$ cat config.mk
export PLATFORM = sky130hd
export DESIGN_NAME = capcmp_timer
export DESIGN_NICKNAME = d
export VERILOG_FILES = /design/src/rtl/capcmp_pkg.sv /design/src/rtl/capcmp_sync_edge.sv /design/src/rtl/capcmp_extclk.sv /design/src/rtl/capcmp_counter.sv /design/src/rtl/capcmp_ccreg.sv /design/src/rtl/capcmp_timer.sv
export SDC_FILE = /design/constraint.sdc
export NUM_CORES = 1
export LEC_CHECK = 0
export BUFFER_PORTS_ARGS = -buffer_cell sky130_fd_sc_hd__buf_2
export CAP_MARGIN = 20
export CELL_PAD_IN_SITES_DETAIL_PLACEMENT = 1
export CELL_PAD_IN_SITES_GLOBAL_PLACEMENT = 1
export CORE_UTILIZATION = 38
export DETAILED_ROUTE_END_ITERATION = 6
export PLACE_DENSITY_LB_ADDON = 0.2
export SYNTH_ARGS = -nofsm -noshare
export SYNTH_HDL_FRONTEND = slang
export SYNTH_HIERARCHICAL = 1
export SYNTH_SLANG_ARGS = --single-unit
export TNS_END_PERCENT = 50
$ cat constraint.sdc
create_clock -name clk -period 1.4 [get_ports clk]
set_input_delay 0.07 -clock clk [delete_from_list [all_inputs] [get_ports clk]]
set_output_delay 0.07 -clock clk [all_outputs]
set_load 0.02 [all_outputs]
$ cat src/rtl/capcmp_pkg.sv
package capcmp_pkg;

  typedef enum logic [1:0] {
    FN_IDLE    = 2'b00,
    FN_CAPTURE = 2'b01,
    FN_COMPARE = 2'b10,
    FN_PERIOD  = 2'b11
  } cc_func_e;

  typedef enum logic [1:0] {
    CE_FALL    = 2'b00,
    CE_RISE    = 2'b01,
    CE_RISE_Q  = 2'b10,
    CE_RISE_H  = 2'b11
  } cap_edge_e;

endpackage

$ cat src/rtl/capcmp_sync_edge.sv
module capcmp_sync_edge #(
  parameter int STAGES = 2
) (
  input  logic clk,
  input  logic rst_n,
  input  logic din,
  output logic rise,
  output logic fall
);

  logic [STAGES-1:0] sh_q;
  logic [STAGES-1:0] sh_d;
  logic              last_q;
  logic              level;

  generate
    if (STAGES == 1) begin : g_one
      assign sh_d = din;
    end else begin : g_many
      assign sh_d = {sh_q[STAGES-2:0], din};
    end
  endgenerate

  assign level = sh_q[STAGES-1];

  always_ff @(posedge clk or negedge rst_n) begin
    if (!rst_n) begin
      sh_q   <= '0;
      last_q <= 1'b0;
    end else begin
      sh_q   <= sh_d;
      last_q <= level;
    end
  end

  assign rise = level & ~last_q;
  assign fall = ~level & last_q;

endmodule

$ cat src/rtl/capcmp_extclk.sv
module capcmp_extclk (
  input  logic clk,
  input  logic rst_n,
  input  logic run,
  input  logic ext_rise,
  input  logic ext_fall,
  output logic tick
);

  logic armed_q;
  logic armed_d;
  logic armed_en;

  always_comb begin
    armed_en = 1'b0;
    armed_d  = armed_q;
    if (!run) begin
      armed_en = armed_q;
      armed_d  = 1'b0;
    end else if (ext_fall) begin
      armed_en = 1'b1;
      armed_d  = 1'b1;
    end
  end

  always_ff @(posedge clk or negedge rst_n) begin
    if (!rst_n) begin
      armed_q <= 1'b0;
    end else if (armed_en) begin
      armed_q <= armed_d;
    end
  end

  assign tick = run & armed_q & ext_rise;

  // Every counted edge must be preceded by a falling edge while running
  AST_TICK_ARMED: assert property (@(posedge clk) disable iff (!rst_n)
    (run && ext_rise && !$past(run)) |-> !tick);

endmodule

$ cat src/rtl/capcmp_counter.sv
module capcmp_counter #(
  parameter int TW = 16,
  parameter int BW = 8
) (
  input  logic             clk,
  input  logic             rst_n,
  input  logic             tick,
  input  logic             sp_clr,
  input  logic [TW/BW-1:0] wr_bytes,
  input  logic [BW-1:0]    wr_data,
  input  logic             ovf_clr,
  output logic [TW-1:0]    cnt,
  output logic             ovf
);

  localparam int NB = TW / BW;

  logic [TW-1:0] cnt_q;
  logic [TW-1:0] cnt_d;
  logic          cnt_en;
  logic          ovf_q;
  logic          ovf_d;
  logic          wrap;
  logic          any_wr;

  assign any_wr = |wr_bytes;

  always_comb begin
    cnt_d = cnt_q;
    wrap  = 1'b0;
    if (any_wr) begin
      for (int b = 0; b < NB; b++) begin
        if (wr_bytes[b]) cnt_d[b*BW +: BW] = wr_data;
      end
    end else if (sp_clr) begin
      cnt_d = '0;
    end else if (tick) begin
      cnt_d = cnt_q + TW'(1);
      wrap  = (cnt_q == {TW{1'b1}});
    end
  end

  assign cnt_en = any_wr | sp_clr | tick;
  assign ovf_d  = (ovf_q & ~ovf_clr) | wrap;

  always_ff @(posedge clk or negedge rst_n) begin
    if (!rst_n) begin
      cnt_q <= '0;
    end else if (cnt_en) begin
      cnt_q <= cnt_d;
    end
  end

  always_ff @(posedge clk or negedge rst_n) begin
    if (!rst_n) begin
      ovf_q <= 1'b0;
    end else begin
      ovf_q <= ovf_d;
    end
  end

  assign cnt = cnt_q;
  assign ovf = ovf_q;

  AST_WRITE_WINS: assert property (@(posedge clk) disable iff (!rst_n)
    wr_bytes[0] |=> (cnt_q[BW-1:0] == $past(wr_data)));
  AST_CLEAR_ZERO: assert property (@(posedge clk) disable iff (!rst_n)
    (sp_clr && !any_wr) |=> (cnt_q == '0));
  AST_OVF_ON_WRAP: assert property (@(posedge clk) disable iff (!rst_n)
    $rose(ovf_q) |-> ($past(cnt_q) == {TW{1'b1}} && cnt_q == '0));
  AST_OVF_STICKY: assert property (@(posedge clk) disable iff (!rst_n)
    (ovf_q && !ovf_clr) |=> ovf_q);

endmodule

$ cat src/rtl/capcmp_ccreg.sv
module capcmp_ccreg
  import capcmp_pkg::*;
#(
  parameter int TW   = 16,
  parameter int BW   = 8,
  parameter int PS_W = 4
) (
  input  logic             clk,
  input  logic             rst_n,
  input  logic [1:0]       func,
  input  logic [1:0]       edge_sel,
  input  logic             cap_rise,
  input  logic             cap_fall,
  input  logic [TW-1:0]    tmr,
  input  logic [TW/BW-1:0] wr_bytes,
  input  logic [BW-1:0]    wr_data,
  input  logic             flag_clr,
  output logic [TW-1:0]    ccr,
  output logic             flag,
  output logic             sp_clr
);

  localparam int NB       = TW / BW;
  localparam int PS_SHORT = PS_W / 2;

  cc_func_e  fn;
  cap_edge_e esel;

  logic [TW-1:0]   ccr_q;
  logic [TW-1:0]   ccr_d;
  logic            ccr_en;
  logic [PS_W-1:0] ps_q;
  logic [PS_W-1:0] ps_d;
  logic            ps_en;
  logic            match;
  logic            match_q;
  logic            cmp_mode;
  logic            trig;
  logic            cap_hit;
  logic            cap_evt;
  logic            flag_q;
  logic            flag_d;
  logic            any_wr;

  assign fn     = cc_func_e'(func);
  assign esel   = cap_edge_e'(edge_sel);
  assign any_wr = |wr_bytes;

  // Edge prescaler for the capture path
  always_comb begin
    ps_en = 1'b0;
    ps_d  = ps_q;
    if (fn != FN_CAPTURE) begin
      ps_en = |ps_q;
      ps_d  = '0;
    end else if (cap_rise) begin
      ps_en = 1'b1;
      ps_d  = ps_q + PS_W'(1);
    end
  end

  always_comb begin
    unique case (esel)
      CE_FALL:   cap_hit = cap_fall;
      CE_RISE:   cap_hit = cap_rise;
      CE_RISE_Q: cap_hit = cap_rise && (ps_q[PS_SHORT-1:0] == {PS_SHORT{1'b1}});
      default:   cap_hit = cap_rise && (ps_q == {PS_W{1'b1}});
    endcase
  end

  assign cap_evt = cap_hit && (fn == FN_CAPTURE);

  // Compare path: one trigger per arrival at a matching value
  assign match    = (tmr == ccr_q);
  assign cmp_mode = (fn == FN_COMPARE) || (fn == FN_PERIOD);
  assign trig     = match && !match_q && cmp_mode;
  assign sp_clr   = trig && (fn == FN_PERIOD);

  always_comb begin
    ccr_d  = ccr_q;
    ccr_en = 1'b0;
    if (any_wr) begin
      ccr_en = 1'b1;
      for (int b = 0; b < NB; b++) begin
        if (wr_bytes[b]) ccr_d[b*BW +: BW] = wr_data;
      end
    end else if (cap_evt) begin
      ccr_en = 1'b1;
      ccr_d  = tmr;
    end
  end

  assign flag_d = (flag_q & ~flag_clr) | trig | cap_evt;

  always_ff @(posedge clk or negedge rst_n) begin
    if (!rst_n) begin
      ccr_q <= '0;
    end else if (ccr_en) begin
      ccr_q <= ccr_d;
    end
  end

  always_ff @(posedge clk or negedge rst_n) begin
    if (!rst_n) begin
      ps_q <= '0;
    end else if (ps_en) begin
      ps_q <= ps_d;
    end
  end

  always_ff @(posedge clk or negedge rst_n) begin
    if (!rst_n) begin
      match_q <= 1'b0;
      flag_q  <= 1'b0;
    end else begin
      match_q <= match;
      flag_q  <= flag_d;
    end
  end

  assign ccr  = ccr_q;
  assign flag = flag_q;

  AST_CAPTURE_LOAD: assert property (@(posedge clk) disable iff (!rst_n)
    (cap_evt && !any_wr) |=> (ccr_q == $past(tmr)));
  AST_SINGLE_TRIGGER: assert property (@(posedge clk) disable iff (!rst_n)
    trig |=> !trig);
  AST_FLAG_STICKY: assert property (@(posedge clk) disable iff (!rst_n)
    (flag_q && !flag_clr) |=> flag_q);
  AST_PRESCALE_IDLE: assert property (@(posedge clk) disable iff (!rst_n)
    (fn != FN_CAPTURE) |=> (ps_q == '0));

endmodule

$ cat src/rtl/capcmp_timer.sv
module capcmp_timer
  import capcmp_pkg::*;
#(
  parameter int TW        = 16,
  parameter int BW        = 8,
  parameter int SYNC_STGS = 2,
  parameter int PS_W      = 4
) (
  input  logic                         clk,
  input  logic                         rst_n,
  input  logic                         tmr_en,
  input  logic                         clk_src_ext,
  input  logic                         ext_clk,
  input  logic                         cap_in,
  input  logic [1:0]                   cc_func,
  input  logic [1:0]                   cap_edge,
  input  logic                         wr_en,
  input  logic [$clog2(2*(TW/BW))-1:0] wr_addr,
  input  logic [BW-1:0]                wr_data,
  input  logic                         ovf_clr,
  input  logic                         cc_clr,
  output logic [TW-1:0]                tmr_val,
  output logic [TW-1:0]                ccr_val,
  output logic                         ovf_flag,
  output logic                         cc_flag
);

  localparam int NB = TW / BW;
  localparam int AW = $clog2(2 * NB);

  logic [1:0]    rst_sync_q;
  logic          rst_int_n;
  logic [NB-1:0] wr_tmr;
  logic [NB-1:0] wr_ccr;
  logic          ext_rise;
  logic          ext_fall;
  logic          cap_rise;
  logic          cap_fall;
  logic          ext_run;
  logic          ext_tick;
  logic          tick;
  logic          sp_clr;

  // Reset asserted asynchronously, released on the clock
  always_ff @(posedge clk or negedge rst_n) begin
    if (!rst_n) begin
      rst_sync_q <= 2'b00;
    end else begin
      rst_sync_q <= {rst_sync_q[0], 1'b1};
    end
  end
  assign rst_int_n = rst_sync_q[1];

  generate
    for (genvar i = 0; i < NB; i++) begin : g_dec
      assign wr_tmr[i] = wr_en && (wr_addr == AW'(i));
      assign wr_ccr[i] = wr_en && (wr_addr == AW'(NB + i));
    end
  endgenerate

  capcmp_sync_edge #(.STAGES(SYNC_STGS)) u_ext_sync (
    .clk   (clk),
    .rst_n (rst_int_n),
    .din   (ext_clk),
    .rise  (ext_rise),
    .fall  (ext_fall)
  );

  capcmp_sync_edge #(.STAGES(SYNC_STGS)) u_cap_sync (
    .clk   (clk),
    .rst_n (rst_int_n),
    .din   (cap_in),
    .rise  (cap_rise),
    .fall  (cap_fall)
  );

  assign ext_run = tmr_en & clk_src_ext;

  capcmp_extclk u_extclk (
    .clk      (clk),
    .rst_n    (rst_int_n),
    .run      (ext_run),
    .ext_rise (ext_rise),
    .ext_fall (ext_fall),
    .tick     (ext_tick)
  );

  assign tick = tmr_en & (clk_src_ext ? ext_tick : 1'b1);

  capcmp_counter #(.TW(TW), .BW(BW)) u_counter (
    .clk      (clk),
    .rst_n    (rst_int_n),
    .tick     (tick),
    .sp_clr   (sp_clr),
    .wr_bytes (wr_tmr),
    .wr_data  (wr_data),
    .ovf_clr  (ovf_clr),
    .cnt      (tmr_val),
    .ovf      (ovf_flag)
  );

  capcmp_ccreg #(.TW(TW), .BW(BW), .PS_W(PS_W)) u_ccreg (
    .clk      (clk),
    .rst_n    (rst_int_n),
    .func     (cc_func),
    .edge_sel (cap_edge),
    .cap_rise (cap_rise),
    .cap_fall (cap_fall),
    .tmr      (tmr_val),
    .wr_bytes (wr_ccr),
    .wr_data  (wr_data),
    .flag_clr (cc_clr),
    .ccr      (ccr_val),
    .flag     (cc_flag),
    .sp_clr   (sp_clr)
  );

  AST_EXT_HOLD: assert property (@(posedge clk) disable iff (!rst_int_n)
    (ext_run && !ext_tick && !(|wr_tmr) && !sp_clr) |=> $stable(tmr_val));
  AST_IDLE_HOLD: assert property (@(posedge clk) disable iff (!rst_int_n)
    (!tmr_en && !(|wr_tmr) && !sp_clr) |=> $stable(tmr_val));

endmodule

After elaboration in Yosys (flattened, before gate mapping)
Cells that the tools add are included.
{"block": "totals", "inputBits": 23, "register_bits": 48}
{"block": "classes", "n_addsub": 2, "bitwise_logic": 21, "mux": 24, "n_reduce_logical": 26, "eq_ne": 18}
{"op": "$mux 16", "n": 5}
{"op": "$mux 8", "n": 4}
{"op": "$add 16x1->16 const B", "n": 1}
{"op": "$eq 16x16->1", "n": 1}
{"op": "$eq 16x16->1 const B", "n": 1}
{"op": "$eq 2x2->1 const B", "n": 6}
{"op": "$mux 1", "n": 12}
{"op": "$reduce_and 3->1", "n": 4}
{"op": "$and 1x1->1", "n": 10}
{"op": "$logic_and 1x1->1", "n": 10}
{"op": "$ne 2x1->1 const B", "n": 5}
{"op": "$mux 4", "n": 2}
{"op": "$eq 2x1->1 const B", "n": 3}
{"op": "$not 1->1", "n": 6}
{"op": "$or 1x1->1", "n": 5}
{"op": "$add 4x1->4 const B", "n": 1}
{"op": "$eq 4x4->1 const B", "n": 1}
{"op": "$logic_not 2->1", "n": 2}
{"op": "$reduce_and 2->1", "n": 2}
{"op": "$reduce_bool 2->1", "n": 2}
{"op": "$reduce_or 2->1", "n": 2}
{"op": "$reduce_or 4->1", "n": 1}
{"op": "$pmux 1 s3", "n": 1}
{"op": "$reduce_bool 3->1", "n": 1}
{"op": "other kinds (3)", "n": 3}

Depth between registers and ports, before layout
{"block": "logic_depth", "word_depth": 9, "ltp_mapped": 9, "mapped_depth_nobuf": 8}

Hierarchy
The synthesis kept the hierarchy.
{"mod": "capcmp_ccreg", "area_per_inst_um2": 1342.5, "cells_each": 111, "instances": 1}
{"mod": "capcmp_counter", "area_per_inst_um2": 1074.8, "cells_each": 120, "instances": 1}
{"mod": "capcmp_sync_edge", "area_per_inst_um2": 90.1, "cells_each": 5, "instances": 2}
{"mod": "capcmp_timer", "area_per_inst_um2": 106.4, "cells_each": 11, "instances": 1}
{"mod": "capcmp_extclk", "area_per_inst_um2": 38.8, "cells_each": 3, "instances": 1}

Worst setup path after synthesis
OpenSTA, ideal clock, no wires.
{"block": "synth_timing", "path_type": "reg-to-reg", "start": "reg u_counter.cnt_q[2], in the netlist u_counter/cnt[2]", "end": "reg u_counter.cnt_q[3], in the netlist u_counter/cnt[3]", "setup_slack_ns": -1.115, "period_less_slack_ns": 2.515, "n_path_buf": 1, "path_stages_with_launch": 10, "setup_ns": 0.126, "t_arrival_ns": 2.389, "path_cell_list": "dfrtp_1 -> xor2_1 -> nor4_1 -> nand4_1 -> nor4_1 -> nor2_1 -> o21bai_1 -> clkbuf_1 -> nand2_1 -> a221o_1"}
{"block": "synth_between", "elab_chain_len": 7}
{"element": "start, declared", "line_no": "capcmp_counter.sv:18", "rtl": "logic [TW-1:0] cnt_q;"}
{"element": "start signal, assigned", "line_no": "capcmp_counter.sv:50", "rtl": "cnt_q <= cnt_d;"}
{"element": "$eq 16x16->1 (*)", "line_no": "capcmp_ccreg.sv:74", "rtl": "assign match = (tmr == ccr_q);"}
{"element": "$logic_and 1x1->1 (*) (2 in a row)", "line_no": "capcmp_ccreg.sv:76", "rtl": "assign trig = match && !match_q && cmp_mode;"}
{"element": "$logic_and 1x1->1 (*)", "line_no": "capcmp_ccreg.sv:77", "rtl": "assign sp_clr = trig && (fn == FN_PERIOD);"}
{"element": "via sp_clr", "line_no": "capcmp_timer.sv:42", "rtl": "logic sp_clr;"}
{"element": "$or 1x1->1 (2 in a row)", "line_no": "capcmp_counter.sv:43", "rtl": "assign cnt_en = any_wr | sp_clr | tick;"}
{"element": "$reduce_and 3->1 (no source line)"}
The timed path passes the listed nets; every way through them passes the cells marked *. The select of a mux whose other input is x is not followed.
A chain may end at the register's enable or synchronous reset.

Worst setup path in the final report
{"block": "layout_timing", "start": "reg u_ccreg.ccr_q[0], in the netlist u_ccreg/ccr[0]", "end": "reg u_counter.cnt_q[13], in the netlist u_counter/cnt[13]"}
{"block": "layout_between", "elab_chain_len": 7}
{"element": "start, declared", "line_no": "capcmp_ccreg.sv:29", "rtl": "logic [TW-1:0] ccr_q;"}
{"element": "start signal, assigned", "line_no": "capcmp_ccreg.sv:99", "rtl": "ccr_q <= ccr_d;"}
{"element": "$eq 16x16->1 (*)", "line_no": "capcmp_ccreg.sv:74"}
{"element": "$logic_and 1x1->1 (*) (2 in a row)", "line_no": "capcmp_ccreg.sv:76"}
{"element": "$logic_and 1x1->1 (*)", "line_no": "capcmp_ccreg.sv:77"}
{"element": "via sp_clr", "line_no": "capcmp_timer.sv:42"}
{"element": "$or 1x1->1 (2 in a row)", "line_no": "capcmp_counter.sv:43"}
{"element": "$reduce_and 3->1 (no source line)"}
The timed path passes the listed nets; every way through them passes the cells marked *.

==> summary.txt <==
Post-Route WL -> 9860 um
Avg Cell Area, Syn -> 10.8 um2
wl on met1 -> 4480 um
Place WS -> -1.09 ns
top cells by area, synth -> dfrtp_1 44%, mux2_2 13%, xor2_1 5.7%, nand2_1 2.2%, nor4_1 2.1%
critical path peak fanout -> 9
Ys Warns -> 6
worst-margin pin slew -> 0.547 ns
first-pass iteration count of the detailed router -> 4
multiplexer area fraction after synthesis -> 13.9%
RD Place Congestion -> 0.905
max_cap viols -> 0
Post-synth EDFFs -> 0
count of final hold-check violations -> 0
Worst setup SP type -> flop
GRT Total Usage -> 27.0%
skew final -> 0.00866 ns
DRT iter0 DRCs -> 135
area of the core -> 6870 um2
maximum vdd drop -> 584 uV
Via-to-Cell Ratio -> 5.51
most common cell after layout, fill and taps aside -> buf_4
Hold/Removal Path Class -> input port to asynchronous set/reset pin
Post-Synth XOR/XNOR Area -> 5.75%
R2R Setup Slk -> -1.01 ns
PD cells -> 1560 nW/um2
Multi-input gate area -> 1640 um2
Compound-Gate Fraction of Synth Area -> 13.7%
Setup-failing EPs final -> 37
Synth Net Count -> 281
CTS tree -> done
Max Slew Vio Count -> 0
Horiz. Die Dim -> 87.0 um
Arr. time, crit path -> 2.63 ns
main combinational cell family by area after synthesis -> simple AND/OR/NAND/NOR gates
# IOs -> 57
residual DRC count -> 0
commonest cells after routing, fill and taps aside -> 64 x buf_4, 56 x buf_2, 35 x dfrtp_1
WL met2 -> 4740 um
CP Data Required Time -> 1.62 ns
share of cells above drive strength 1 -> 54.2%
setup TNS -> -23.64 ns
Core Rows -> 30
H-tree depth -> 2
Max Clk Rate -> 414 MHz
Post-Place Cells -> 469
clk_lat worst skew -> 0.30 ns
vias in the first global route -> 2731
routed wl met3 -> 405 um
fin nets -> 414
Slew HR -> 63.2%
failing checks -> negative setup slack
Num CTS Buffers -> 5
largest net degree at the start of global routing -> 33
Congestion Overflow GR -> 0
clock sinks -> 48
CTS root buf -> clkbuf_8
cell taking the most area after synthesis -> dfrtp_1
post-synth cell types -> 52
Synth Area in Simple Gates -> 18.6%
Ant. Diodes -> 0
max layer used -> met4
vias -> 2674
sequential cell area -> 1220 um2
cell leakage power -> 0.00189 uW
Longest Clk Path Bufs -> 2
first-pass GRT wire length -> 15100 um
status -> complete, but fails checks
post-synthesis cell area -> 2740 um2
WS Path Type -> flop to flop
endpoint class of the critical path -> flop
unrepaired setup endpoints after global routing -> yes
IO Port Bufs -> 56
FF+latch count, synth -> 48
# fillers -> 766
WL/cell -> 20.3 um
initial antenna violation count -> 0
cell count after synthesis -> 255
Starting Density -> 39.9%
final worst slack -> -1.01 ns
post-route minimum period -> 2.41 ns
post-route clock period utilization -> 172%
Post-Synth Adder-Cell Area -> 1.37%
antenna-violating nets left -> 0
Worst-path clk slew -> 0.09 ns
Non-Filler Instances -> 485
HPWL Detailed -> 7180 um
ys flop type -> dfrtp_1
overall die area -> 7560 um2
area delta synth->final -> 49.5%
register area share after synthesis -> 43.8%
fraction of registers with async set or reset after synthesis -> 100%
Synth top area share -> 43.8%
Die Ht -> 87.0 um
final cells by class:
cell class / count / share of cell area [%]
clock buffer: 7 / 2.35
inverter: 13 / 1.19
sequential: 48 / 29.7
multi-input combinational: 187 / 40.1
tap: 96 / 2.93
timing repair buffer: 133 / 23.1
clock inverter: 1 / 0.732
flip-flops by register name, indices dropped and copies added (netlist names), 2 cells and up:
name	count
u_ext_sync/sh_q	2
u_ccreg/ccr	16
u_counter/cnt	16
u_cap_sync/sh_q	2
u_ccreg/ps_q	4
rst_sync_q	2
report_power, final:
part           total, uW  internal (uW)  switching, uW
clock               1110            631            479
combinational       3220           1510           1720
sequential          2050           1750            300
total               6380           3880           2500
kinds of logic after synthesis:
kind of cell	count (synthesis)
AND/OR/NAND/NOR	85
flip-flops	48
AO/OA/AOI/OAI	46
multiplexers	34
buffers and inverters	20
XOR/XNOR	18
adder cells (fa/ha/maj)	3
other	1
worst max-delay path, cell delays in order, from the launching register on:
cell	delay [ns]
dfrtp_1	0.42
xor2_1	0.26
nor4_2	0.10
nand4_1	0.17
nor4_4	0.07
nor3_1	0.49
nand2_1	0.19
buf_12	0.18
or3_1	0.36
o211ai_1	0.11
worst paths after layout:
check,start,endpoint,depth (start not counted)
hold reg to reg,rst_sync_q[1],u_cap_sync/sh_q[0],0
setup reg to reg,u_ccreg/ccr[0],u_counter/cnt[13],9
hold / removal,rst_n,rst_sync_q[1],2
min in group clk,wr_data[7],u_counter/cnt[7],3
setup / recovery,u_ccreg/ccr[0],u_counter/cnt[13],9
max in group asynchronous,rst_sync_q[1],u_counter/cnt[10],1
cells in the mapped netlist, types with 4 or more instances:
library cell   n
a221o_1        5
nand2_1       16
nor2b_1        4
or3_1          7
clkbuf_1       6
nand3_1       11
o21ai_0       11
nor4_1         9
xor2_1        18
and2_1         4
nor2_1         7
dfrtp_1       48
mux2_2        31
inv_1         13
nand4_1        6
stage by stage:
step | total power (uW) | cell area (um2) | util [%] | hold slack (ns)
2_1_floorplan | 3660 | 2840 | - | -0.226
3_3_place_gp | 4940 | 3790 | 55.2 | -0.144
3_5_place_dp | 5050 | 3790 | 55.2 | -0.139
4_1_cts | 6300 | 4060 | 59.1 | 0.0567
5_1_grt | 6690 | 4100 | 59.7 | 0.0711
6_report | 6380 | 4100 | 59.7 | 0.0761
what timing repair did:
action | in CTS | in global routing
buffers inserted | 2 | 2
endpoints found under the setup margin | 36 | 37
resized for setup | 22 | 5
hold buffers | 4 | 0
pin swaps | 8 | 3
endpoints found under the hold margin | 5 | 0
per-layer routing:
metal  GRT usage, %  vias up
li1               -     1211
met3           3.51       24
met1           36.9     1358
met4           7.27        0
met5              0        -
met2           45.0       81
No activity file was read; power rests on OpenSTA's default activity.
